--- src/rtl/pwm_phase_pkg.sv ---
package pwm_phase_pkg;

  // Phase field of a control word: window start in quarter periods.
  typedef enum logic [1:0] {
    PH_DEG0   = 2'd0,
    PH_DEG90  = 2'd1,
    PH_DEG180 = 2'd2,
    PH_DEG270 = 2'd3
  } phase_e;

  localparam int PHASE_W     = 2;
  localparam int CNT_W_DFLT  = 7;
  localparam int NUM_CH_DFLT = 6;

endpackage

--- src/rtl/pwm_period_ctr.sv ---
module pwm_period_ctr #(
  parameter int CNT_W = 7
) (
  input  logic             clk,
  input  logic             rst_n,
  input  logic             tick,
  output logic [CNT_W-1:0] cnt_q,
  output logic [CNT_W-1:0] cnt_nxt,
  output logic             period_wrap
);

  localparam logic [CNT_W-1:0] CNT_MAX = {CNT_W{1'b1}};

  // Period boundary: the tick that carries the counter from top back to zero.
  assign period_wrap = tick && (cnt_q == CNT_MAX);

  always_comb begin
    if (!tick)
      cnt_nxt = cnt_q;
    else if (period_wrap)
      cnt_nxt = '0;
    else
      cnt_nxt = cnt_q + 1'b1;
  end

  always_ff @(posedge clk) begin
    if (!rst_n)
      cnt_q <= '0;
    else
      cnt_q <= cnt_nxt;
  end

endmodule

--- src/rtl/pwm_chan.sv ---
module pwm_chan
  import pwm_phase_pkg::*;
#(
  parameter int CNT_W  = 7,
  parameter int WORD_W = CNT_W + 1 + PHASE_W
) (
  input  logic              clk,
  input  logic              rst_n,
  input  logic              load,
  input  logic [WORD_W-1:0] word_in,
  input  logic [CNT_W-1:0]  cnt_nxt,
  output logic [WORD_W-1:0] act_word,
  output logic              drive
);

  localparam int EN_BIT = CNT_W;
  localparam int PH_LSB = CNT_W + 1;

  logic [WORD_W-1:0] word_nxt;
  logic              drive_nxt;

  // Counter position relative to this channel's window start.
  function automatic logic [CNT_W-1:0] rel_pos(input logic [CNT_W-1:0] c,
                                               input phase_e ph);
    logic [CNT_W-1:0] offset;
    offset = {ph, {(CNT_W-PHASE_W){1'b0}}};
    return c - offset;
  endfunction

  // Window decode: positions 0..duty are on, so duty N covers N+1 steps.
  function automatic logic in_window(input logic [WORD_W-1:0] w,
                                     input logic [CNT_W-1:0] c);
    phase_e           ph;
    logic [CNT_W-1:0] duty;
    ph   = phase_e'(w[PH_LSB +: PHASE_W]);
    duty = w[CNT_W-1:0];
    return w[EN_BIT] && (rel_pos(c, ph) <= duty);
  endfunction

  assign word_nxt  = load ? word_in : act_word;
  assign drive_nxt = in_window(word_nxt, cnt_nxt);

  always_ff @(posedge clk) begin
    if (!rst_n) begin
      act_word <= '0;
      drive    <= 1'b0;
    end else begin
      act_word <= word_nxt;
      drive    <= drive_nxt;
    end
  end

endmodule

--- src/rtl/pwm_phase_gen.sv ---
module pwm_phase_gen
  import pwm_phase_pkg::*;
#(
  parameter int NUM_CH = NUM_CH_DFLT,
  parameter int CNT_W  = CNT_W_DFLT,
  localparam int WORD_W = CNT_W + 1 + PHASE_W
) (
  input  logic                     clk,
  input  logic                     rst_n,
  input  logic                     tick,
  input  logic [NUM_CH*WORD_W-1:0] ctrl_words,
  output logic [NUM_CH-1:0]        drive
);

  logic [CNT_W-1:0]         cnt_q;
  logic [CNT_W-1:0]         cnt_nxt;
  logic                     period_wrap;
  logic [NUM_CH*WORD_W-1:0] act_words;

  pwm_period_ctr #(.CNT_W(CNT_W)) u_ctr (
    .clk         (clk),
    .rst_n       (rst_n),
    .tick        (tick),
    .cnt_q       (cnt_q),
    .cnt_nxt     (cnt_nxt),
    .period_wrap (period_wrap)
  );

  for (genvar k = 0; k < NUM_CH; k++) begin : g_chan
    pwm_chan #(.CNT_W(CNT_W), .WORD_W(WORD_W)) u_chan (
      .clk      (clk),
      .rst_n    (rst_n),
      .load     (period_wrap),
      .word_in  (ctrl_words[k*WORD_W +: WORD_W]),
      .cnt_nxt  (cnt_nxt),
      .act_word (act_words[k*WORD_W +: WORD_W]),
      .drive    (drive[k])
    );
  end

endmodule

--- config.mk ---
export PLATFORM = sky130hd
export DESIGN_NAME = pwm_phase_gen
export DESIGN_NICKNAME = d
export VERILOG_FILES = /design/src/rtl/pwm_phase_pkg.sv /design/src/rtl/pwm_period_ctr.sv /design/src/rtl/pwm_chan.sv /design/src/rtl/pwm_phase_gen.sv
export SDC_FILE = /design/constraint.sdc
export NUM_CORES = 1
export LEC_CHECK = 0
export CORE_MARGIN = 10
export CORE_UTILIZATION = 35
export DETAILED_ROUTE_END_ITERATION = 10
export SKIP_LAST_GASP = 1
export SLEW_MARGIN = 5
export SYNTH_ARGS = -nofsm -noshare
export SYNTH_HDL_FRONTEND = slang
export SYNTH_SLANG_ARGS = --single-unit
--- constraint.sdc ---
create_clock -name clk -period 6.7 [get_ports clk]
set_clock_uncertainty 0.05 [all_clocks]
set_input_delay 2.01 -clock clk [delete_from_list [all_inputs] [get_ports clk]]
set_output_delay 2.01 -clock clk [all_outputs]
set_load 0.1 [all_outputs]
=== Word-level counts from Yosys, hierarchy flattened ===
Cells that the tools add are included.

* Shift operators: 0
* Mux-type cells: 8
* Equal/unequal tests: 1
* Divide/modulo/power cells: 0
* Reduce and logical (&&, ||, !) cells: 7
* $mul: 0
* Add/sub/neg operators: 7
* $lt $le $gt $ge: 6
* Bitwise logic cells: 0

{| class="wikitable"
|+ Operators with widths
! kind !! count
|-
| 10-bit 2-to-1 mux || 6
|-
| 7-bit <= comparator || 6
|-
| 7-bit subtractor || 6
|-
| 7-bit 2-to-1 mux || 2
|-
| 7-bit by 1-bit adder with 7-bit output, second input constant || 1
|-
| 7-bit == test, second input constant || 1
|-
| 1-bit logical AND || 7
|}

* Output and inout bits: 6
* Input bits: 63
* Bits in registers: 73
* Memories: 0
* Latch bits: 0
* Memory bits (read-only): 0
* Word-level logic and storage cells: 42
* RAM bits: 0

=== Longest topological paths before layout ===
Gate-level depths: netlist of the first run.

* Word-level depth: 7
* Depth in mapped cells: 16
* Mapped depth without buffers: 15

=== Cells and area by module ===
Synthesis of the first run repeated with hierarchy kept, for this count alone.

* Cells, all modules: 376
* Area, all modules: 3941.3 µm²

{| class="wikitable"
|+ Modules (own cells, without submodules)
! module !! seq. area each (µm²) !! times used !! cells an instance !! area an instance (µm²)
|-
| pwm_chan || 220.2 || 6 || 56 || 598.1
|-
| pwm_period_ctr || 140.1 || 1 || 40 || 352.8
|}

=== Worst setup path after synthesis of the first run ===
No wires, ideal clock.

* Kind: in2reg
* Start point: input tick
* End point: register g_chan[0].u_chan.drive
* Cell stages on the path: 14
* Slack: 1.962 ns
* Data required time: 6.585 ns
* Path buffers: 1
* Setup time: 0.065 ns
* Data arrival time: 4.623 ns
* Path through: nand4_2 nor2_4 buf_2 o21ai_0 a21oi_1 ha_1 inv_1 ha_1 o21ai_0 nor2_1 or3_1 a221oi_1 a31oi_1 nor2b_1

* Cells in the longest elaborated chain, start to end: 6
* Elaborated cells between the ends (all ways): 7
* Those cells by class: add/sub: 1; order compare: 1; mux: 3; reduce/logical: 2

{| class="wikitable"
|+ Ends and longest elaborated chain
! what !! RTL line !! source
|-
| from (decl) || pwm_phase_gen.sv:10 || <nowiki>input logic tick,</nowiki>
|-
| 1-bit logical AND || pwm_period_ctr.sv:15 || <nowiki>assign period_wrap = tick && (cnt_q == CNT_MAX);</nowiki>
|-
| 7-bit 2-to-1 mux || pwm_period_ctr.sv:20 || <nowiki>else if (period_wrap)</nowiki>
|-
| 7-bit 2-to-1 mux || pwm_period_ctr.sv:18 || <nowiki>if (!tick)</nowiki>
|-
| 7-bit subtractor || pwm_chan.sv:27 || <nowiki>return c - offset;</nowiki>
|-
| 7-bit <= comparator || pwm_chan.sv:37 || <nowiki>return w[EN_BIT] && (rel_pos(c, ph) <= duty);</nowiki>
|-
| 1-bit logical AND (*) || pwm_chan.sv:37 ||
|-
| to (signal assigned) || pwm_chan.sv:49 || <nowiki>drive <= drive_nxt;</nowiki>
|-
| to (decl) || pwm_chan.sv:13 || <nowiki>output logic drive</nowiki>
|}

Mark *: on every way between the ends. The rest lies on a longest branch, timed or not.
A chain may end at the register's enable or synchronous reset.

=== Worst setup path in the final report of the first run ===
* Start point: input tick
* End point: register g_chan[4].u_chan.drive

* Elaborated cells between the ends (all ways): 7
* Those cells by class: add/sub: 1; order compare: 1; mux: 3; reduce/logical: 2

{| class="wikitable"
|+ RTL lines
! what !! RTL line !! source
|-
| 1-bit logical AND || pwm_period_ctr.sv:15 ||
|-
| 10-bit 2-to-1 mux || pwm_chan.sv:40 || <nowiki>assign word_nxt = load ? word_in : act_word;</nowiki>
|-
| net g_chan[4].u_chan.word_nxt[8] || pwm_chan.sv:19 || <nowiki>logic [WORD_W-1:0] word_nxt;</nowiki>
|-
| 7-bit subtractor || pwm_chan.sv:27 ||
|-
| 7-bit <= comparator || pwm_chan.sv:37 ||
|-
| 1-bit logical AND || pwm_chan.sv:37 ||
|-
| to (signal assigned) || pwm_chan.sv:49 ||
|-
| to (decl) || pwm_chan.sv:13 ||
|}

The timed path passes the listed nets, and every way through them passes these cells.

==> metrics.md, run 1 <==
| Metric | Value |
|---|---|
| Status | `finished, final reports clean` |
| Syn Std Cell Area | `between 4000 and 5000 um^2` |
| CTS resizes | `0` |
| Post-synthesis sequential area ratio | `0.360` |
| Worst setup SP type | `input port` |
| Maximum VDD drop | `~120 uV` |
| Detailed Place HPWL | `roughly 7.5 mm` |
| Metal2 WL | `4.54 mm` |
| CTS root buf | `clkbuf_16` |
| Fmax | `~180 MHz` |
| Hold_ws | `between 0.4 and 0.5 ns` |
| Internal Power | `0.000779 W` |
| Final Cycle Share | `0.818` |
| DR WL/cell | `around 15 um` |
| CTS tree | `built` |
| Worst EP required | `slightly below 7 ns` |
| Number of global-route vias before repair | `about 3400` |
| Top Metal Used | `met4` |
| GR Util All Layers | `0.126` |
| Initial Utilization | `0.357` |
| CTS Sinks | `between 70 and 80` |
| Worst-Margin Slew | `1.11 ns` |
| Vias | `3254` |
| RSZ-0062 raised after global routing | `no` |
| Finish-stage setup viols | `0` |
| Final global-route overflow total | `0` |
| Yosys reg bits | `between 70 and 80` |
| Final non-filler cell total | `667` |
| Clk buf depth | `2` |
| Placer Congestion | `about 0.85` |
| H-Tree Depth | `3` |
| Final WL | `10.2 mm` |
| Setup CP Type | `in -> reg` |
| Cts bufs inserted | `9` |
| Switching share of power | `0.229` |
| Max Cap Viol | `0` |
| Top-area cell type share of the netlist area | `0.360` |
| Synthesized area per cell | `~8.9 um^2` |
| Logic pwr share | `0.093` |
| DR iter-0 viols | `about 190` |
| I/O pin total | `between 60 and 70` |
| P&R area growth vs syn | `26.8%` |
| Postcts setup bufs | `0` |
| Total core area | `approximately 11000 um^2` |
| Syn Nets | `approximately 560` |
| Die Span Y | `roughly 130 um` |
| Tot Pwr | `~0.0010 W` |
| Worst Hold Class | `reg -> reg` |
| Fillers | `around 1100` |
| Worst skew pair latency | `between 0.3 and 0.4 ns` |
| Post-CTS Hold Buffers | `0` |
| Routed Antenna Nets | `0` |
| Cell Pwr Density | `between 150 and 200 nW/um^2` |
| WP data arrival | `5.71 ns` |
| Crit path capture type | `flop` |
| Share of cells above drive strength 1 | `0.0649` |
| CP Max Fanout | `35` |
| Yosys Warn Count | `0` |
| DP Cell Count | `~650` |
| Synth unique cells | `40` |
| Reg power frac | `0.432` |
| Port bufs | `just under 70` |
| Wire length on met3 | `542 um` |
| NetSw | `roughly 0.00023 W` |
| DRT Pass-1 Iters | `4` |
| Chip width | `128 um` |
| Vias/cell | `4.88` |
| Post-Synthesis Cells | `about 460` |
| Routed met1 length | `between 4 and 5 mm` |
| Area contributors post-synth | `dfxtp_1, ha_1, mux2i_1` |
| Nets | `~630` |
| Setup TNS | `0 ns` |
| Slew Viols, Final | `0` |
| Slew margin rel. | `0.258` |
| Hold Vio Cnt, Final | `0` |
| Leakage | `2.04 nW` |
| Clock transition at path regs | `~0.06 ns` |
| Pin count of the biggest net entering global routing | `a little under 70` |
| Clock power share | `0.475` |
| Initial antenna violation count | `0` |
| Diodes inserted | `0` |
| Cell taking the most area after synthesis | `dfxtp_1` |
| Number of remaining DRC errors | `0` |
| Crit path time final | `5.48 ns` |
| First-pass GRT wire length | `16.8 mm` |
| # rows | `39` |
| DIE AREA | `between 15000 and 20000 um^2` |
==> power groups by stage <==
| stage | clock network (W) | logic (W) | registers (W) |
|---|---|---|---|
| after floorplan | 0 | 0.0000419 | 0.000446 |
| after global placement | 0 | 0.0000924 | 0.000446 |
| after detailed placement | 0 | 0.0000945 | 0.000446 |
| after CTS | 0.000486 | 0.0000953 | 0.000436 |
| after global routing | 0.000504 | 0.000103 | 0.000436 |
| final | 0.000480 | 0.0000939 | 0.000436 |
==> Yosys cell counts <==
cell	instances
a2111oi_0	1
a2111oi_2	1
a211oi_1	7
a21boi_0	12
a21o_1	1
a21oi_1	3
a221oi_1	1
a31oi_1	1
and2_1	17
buf_2	6
buf_4	6
clkbuf_1	12
dfxtp_1	73
ha_1	44
inv_1	10
inv_2	1
maj3_2	1
mux2i_1	38
nand2_1	78
nand3_1	2
nand3b_1	1
nand4_1	6
nand4_2	1
nor2_1	24
nor2_2	1
nor2_4	1
nor2b_1	41
nor3_1	12
nor3b_1	1
o211ai_1	6
o21a_1	5
o21ai_0	12
o221ai_1	3
o31a_1	1
o32ai_1	1
or2_2	4
or2_4	1
or3_1	4
xnor2_1	11
xor2_1	6
==> per-stage QoR <==
stage / util / instance area [um^2] / setup WS, ns
finish: 0.453 / 5150 / 1.22
global route: 0.453 / 5150 / 0.937
CTS: 0.453 / 5150 / 1.24
detailed placement: 0.427 / 4850 / 0.895
global placement: 0.427 / 4850 / 0.972
floorplan: - / 4060 / 1.96
==> layer usage <==
| layer | global-route usage | vias to the layer above |
|---|---|---|
| met5 | 0 | - |
| met4 | 0.0444 | 0 |
| met3 | 0.0347 | 13 |
| met2 | 0.201 | 62 |
| met1 | 0.158 | 1495 |
| li1 | - | 1684 |
==> cells in the final DEF, fill, tap and decap left out, types with 2 or more instances in the layout <==
master           count
clkbuf_16            9
a21oi_1              3
xor2_1               6
nand2_1             78
buf_4                7
o21a_1               5
o221ai_1             3
nor2_1              24
or3_1                4
dfxtp_1             73
or2_2                4
a211oi_1             7
nor3_1              12
clkdlybuf4s50_1     68
a21boi_0            12
xnor2_1             11
mux2i_1             38
ha_1                44
o211ai_1             6
clkinv_2             2
inv_1               10
nand3_1              2
nor2b_1             41
o21ai_0             12
nand4_1              6
and2_1              17
clkinvlp_4           3
==> final cells by class <==
type,count,area [um^2],area share
Multi-Input combinational cell,349,2440,0.474
Sequential cell,73,1460,0.284
Timing Repair Buffer,75,733,0.142
Clock buffer,9,225,0.0437
Tap cell,143,179,0.0347
Clock inverter,7,71.3,0.0138
Inverter,11,41.3,0.00802
==> critical path: stages <==
cell             delay [ns]
clkdlybuf4s50_1        0.60
nand4_2                0.22
nor2_4                 0.41
buf_4                  0.51
nand2_1                0.12
nand2_1                0.11
ha_1                   0.17
xor2_1                 0.28
ha_1                   0.30
o21ai_0                0.08
nor2_1                 0.08
nor3_1                 0.22
o221ai_1               0.17
a211oi_1               0.26
o21a_1                 0.14
==> kinds of logic after synthesis <==
group	Yosys count	synth area share
AO/OA/AOI/OAI	55	0.0961
XOR/XNOR	17	0.0367
AND/OR/NAND/NOR	194	0.236
flip-flops	73	0.360
adder cells (fa/ha/maj)	45	0.138
multiplexers	38	0.0937
buffers and inverters	35	0.0397
==> state kept, by name (all words and copies together), names as in the netlist, named ones only <==
| signal | flops |
|---|---|
| g_chan.u_chan.drive | 6 |
| g_chan.u_chan.act_word | 60 |
| u_ctr.cnt_q | 6 |
==> final timing paths <==
kind                                           startpoint                                       to  slack, ns  cells after the start
setup / recovery                                     tick        g_chan[4].u_chan.drive$_SDFF_PN0_       1.22                     15
setup reg to reg                u_ctr.cnt_q[0]$_SDFF_PN0_        g_chan[4].u_chan.drive$_SDFF_PN0_       2.93                     15
hold / removal    g_chan[0].u_chan.act_word[7]$_SDFF_PN0_  g_chan[0].u_chan.act_word[7]$_SDFF_PN0_       0.44                      2
hold reg to reg   g_chan[0].u_chan.act_word[7]$_SDFF_PN0_  g_chan[0].u_chan.act_word[7]$_SDFF_PN0_       0.44                      2
Power figures use the tool's default switching activity.
==> run 2: changes to the inputs <==
==> constraint.sdc (replaced) <==
create_clock -name clk -period 5.5 [get_ports clk]
set_clock_uncertainty 0.05 [all_clocks]
set_input_delay 1.65 -clock clk [delete_from_list [all_inputs] [get_ports clk]]
set_output_delay 1.65 -clock clk [all_outputs]
set_load 0.1 [all_outputs]
==> run 2 against run 1 <==
  * Clock power grew 14%
  * Hold slack gained 0.0054 ns
  * First-iteration DRC count fell by 10%
  * Global-route usage is 0.16 points higher
  * Flip-flop and latch count unchanged
  * Largest cell class unchanged
==> metrics.md, run 2 (same netlist as run 1, synthesis figures left out) <==
| Metric | Value |
|---|---|
| Status | `finished, final reports clean (unchanged)` |
| Crit path capture type | `flop (unchanged)` |
| Final worst slack | `0.762 ns (was 1.22 ns)` |
| # rows | `39 (unchanged)` |
| Die Span Y | `128 um (unchanged)` |
| Slew margin rel. | `0.337 (was 0.258)` |
| Vias | `3248 (was 3254)` |
| Cell Pwr Density | `231 nW/um^2 (was 196 nW/um^2)` |
| Biggest register | `g_chan.u_chan.act_word (unchanged)` |
| CTS tree | `built (unchanged)` |
| Hold Vio Cnt, Final | `0 (unchanged)` |
| Crit path time final | `4.74 ns` |
| Storage cell area | `1460 um^2 (unchanged)` |
| Number of remaining DRC errors | `0 (unchanged)` |
| Hold path depth | `2 (unchanged)` |
| DR iter-0 viols | `169 (was 188)` |
| Initial Utilization | `0.357 (unchanged)` |
| Logic depth of the worst register-to-register path | `16 (was 15)` |
| Clock transition at path regs | `0.06 ns (about the same)` |
| DRT Pass-1 Iters | `4 (unchanged)` |
| RSZ-0062 raised after global routing | `no (unchanged)` |
| Worst Hold Class | `reg -> reg (unchanged)` |
| Diodes inserted | `0 (unchanged)` |
| Vias/cell | `4.85 (was 4.88)` |
| Dpl ws | `0.422 ns (was 0.895 ns)` |
| Final WL | `9.96 mm (was 10.2 mm)` |
| CP Max Fanout | `10 (was 35)` |
| Final global-route overflow total | `0 (unchanged)` |
| Final non-filler cell total | `670 (was 667)` |
| Postcts setup bufs | `0 (unchanged)` |
| Logic pwr share | `0.098 (was 0.093)` |
| Leakage | `2.06 nW (was 2.04 nW)` |
| GR Util All Layers | `0.127 (was 0.126)` |
| Max FFs per register | `60 (unchanged)` |
| NetSw | `0.000265 W (was 0.000232 W)` |
| Fmax | `211 MHz` |
| Finish-stage setup viols | `0 (unchanged)` |
| Total core area | `11400 um^2 (unchanged)` |
| Placer Congestion | `0.868 (was 0.848)` |
| DIE AREA | `16300 um^2 (unchanged)` |
| Chip width | `128 um (unchanged)` |
| Slew Viols, Final | `0 (unchanged)` |
| H-Tree Depth | `3 (unchanged)` |
| CTS Sinks | `73 (unchanged)` |
| Setup TNS | `0 ns (unchanged)` |
| Routed Antenna Nets | `0 (unchanged)` |
| Worst skew pair latency | `0.33 ns (about the same)` |
| DR WL/cell | `14.9 um (was 15.2 um)` |
| Area occupied by multi-input gates | `2440 um^2 (unchanged)` |
| Reg power frac | `0.446 (was 0.432)` |
| Fillers | `1128 (was 1113)` |
| Setup CP Type | `in -> reg (unchanged)` |
| Post-CTS Hold Buffers | `0 (unchanged)` |
| Maximum VDD drop | `113 uV (was 119 uV)` |
| Worst setup SP type | `input port (unchanged)` |
| Port bufs | `68 (unchanged)` |
| Largest registers | `g_chan.u_chan.act_word x60, g_chan.u_chan.drive x6, u_ctr.cnt_q x6 (unchanged)` |
| Switching share of power | `0.222 (was 0.229)` |
| Worst-Margin Slew | `0.991 ns (was 1.11 ns)` |
| Initial antenna violation count | `0 (unchanged)` |
| Clock power share | `0.457 (was 0.475)` |
| WP data arrival | `4.97 ns (was 5.71 ns)` |
| Final Cycle Share | `0.861` |
| First-pass GRT wire length | `16.7 mm (was 16.8 mm)` |
| Commonest non-fill, non-tap cell in the layout | `nand2_1 (unchanged)` |
| Worst EP required | `5.73 ns (was 6.93 ns)` |
| DP Cell Count | `654 (was 651)` |
| Internal Power | `0.000928 W (was 0.000779 W)` |
| Number of global-route vias before repair | `3372 (was 3355)` |
| Pin count of the biggest net entering global routing | `68 (unchanged)` |
| Clk buf depth | `2 (unchanged)` |
| Nets | `629 (was 626)` |
| CTS resizes | `0 (unchanged)` |
| Share of cells above drive strength 1 | `0.0664 (was 0.0649)` |
| CTS root buf | `clkbuf_16 (unchanged)` |
| P&R area growth vs syn | `27.1% (was 26.8%)` |
| Fin util | `0.454 (was 0.453)` |
| Max Cap Viol | `0 (unchanged)` |
| Most frequent cells in the layout | `nand2_1, dfxtp_1, clkdlybuf4s50_1, ha_1, nor2b_1 (unchanged)` |
| I/O pin total | `69 (unchanged)` |
| Cts bufs inserted | `9 (unchanged)` |
| Hold_ws | `0.441 ns (was 0.436 ns)` |
| Detailed Place HPWL | `7.47 mm (was 7.55 mm)` |
-- run 2: cell types whose count changed in the layout (fill, tap and decap cells not counted), sizes merged --
cell      previous run  this run
bufinv               1         0
buf                  7        10
clkbuf               9        13
clkinvlp             3         0
-- run 2: final cells by class --
cell class	instances	share of cell area
flip-flops and latches	73	0.283
repair buffers	78	0.149
clock inverters	3	0.00291
clock buffers	13	0.0504
multi-input cells	349	0.472
inverters	11	0.00800
well taps	143	0.0346
-- run 2: worst paths after layout --
check	slack, ns	to	start
min reg2reg	0.44	g_chan[1].u_chan.act_word[7]$_SDFF_PN0_	g_chan[1].u_chan.act_word[7]$_SDFF_PN0_
min	0.44	g_chan[1].u_chan.act_word[7]$_SDFF_PN0_	g_chan[1].u_chan.act_word[7]$_SDFF_PN0_
max	0.76	g_chan[4].u_chan.drive$_SDFF_PN0_	tick
max reg2reg	2.11	g_chan[4].u_chan.drive$_SDFF_PN0_	u_ctr.cnt_q[0]$_SDFF_PN0_
-- run 2: per-layer routing --
metal / wire length (um) / vias up / global-route usage
li1: - / 1689 / -
met1: 4740 / 1486 / 0.160
met2: 4490 / 61 / 0.201
met3: 532 / 12 / 0.0335
met4: 206 / 0 / 0.0536
met5: 0 / - / 0
-- run 2: critical path, stage by stage --
cell             delay, ns
clkdlybuf4s50_1       0.59
nand4_2               0.21
nor2_2                0.18
nand2_1               0.24
buf_4                 0.27
nand2_1               0.06
nand2_1               0.07
ha_1                  0.27
inv_1                 0.05
ha_1                  0.20
a211oi_1              0.26
nor2_1                0.10
nor3_1                0.25
o221ai_1              0.17
a211oi_1              0.26
o21a_1                0.14
-- run 2: power groups by stage --
| stage | combinational, W | clock (W) | sequential, W |
|---|---|---|---|
| after detailed placement | 0.000117 | 0 | 0.000543 |
| after floorplan | 0.0000511 | 0 | 0.000543 |
| after CTS | 0.000118 | 0.000554 | 0.000531 |
| final | 0.000116 | 0.000545 | 0.000531 |
| after global placement | 0.000114 | 0 | 0.000543 |
| after global routing | 0.000127 | 0.000588 | 0.000531 |
-- run 2: metrics by stage --
stage / cell area (um^2) / total power (W)
detailed placement: 4890 / 0.000660
global placement: 4890 / 0.000657
finish: 5160 / 0.00119
floorplan: 4060 / 0.000594
global route: 5160 / 0.00125
CTS: 5160 / 0.00120
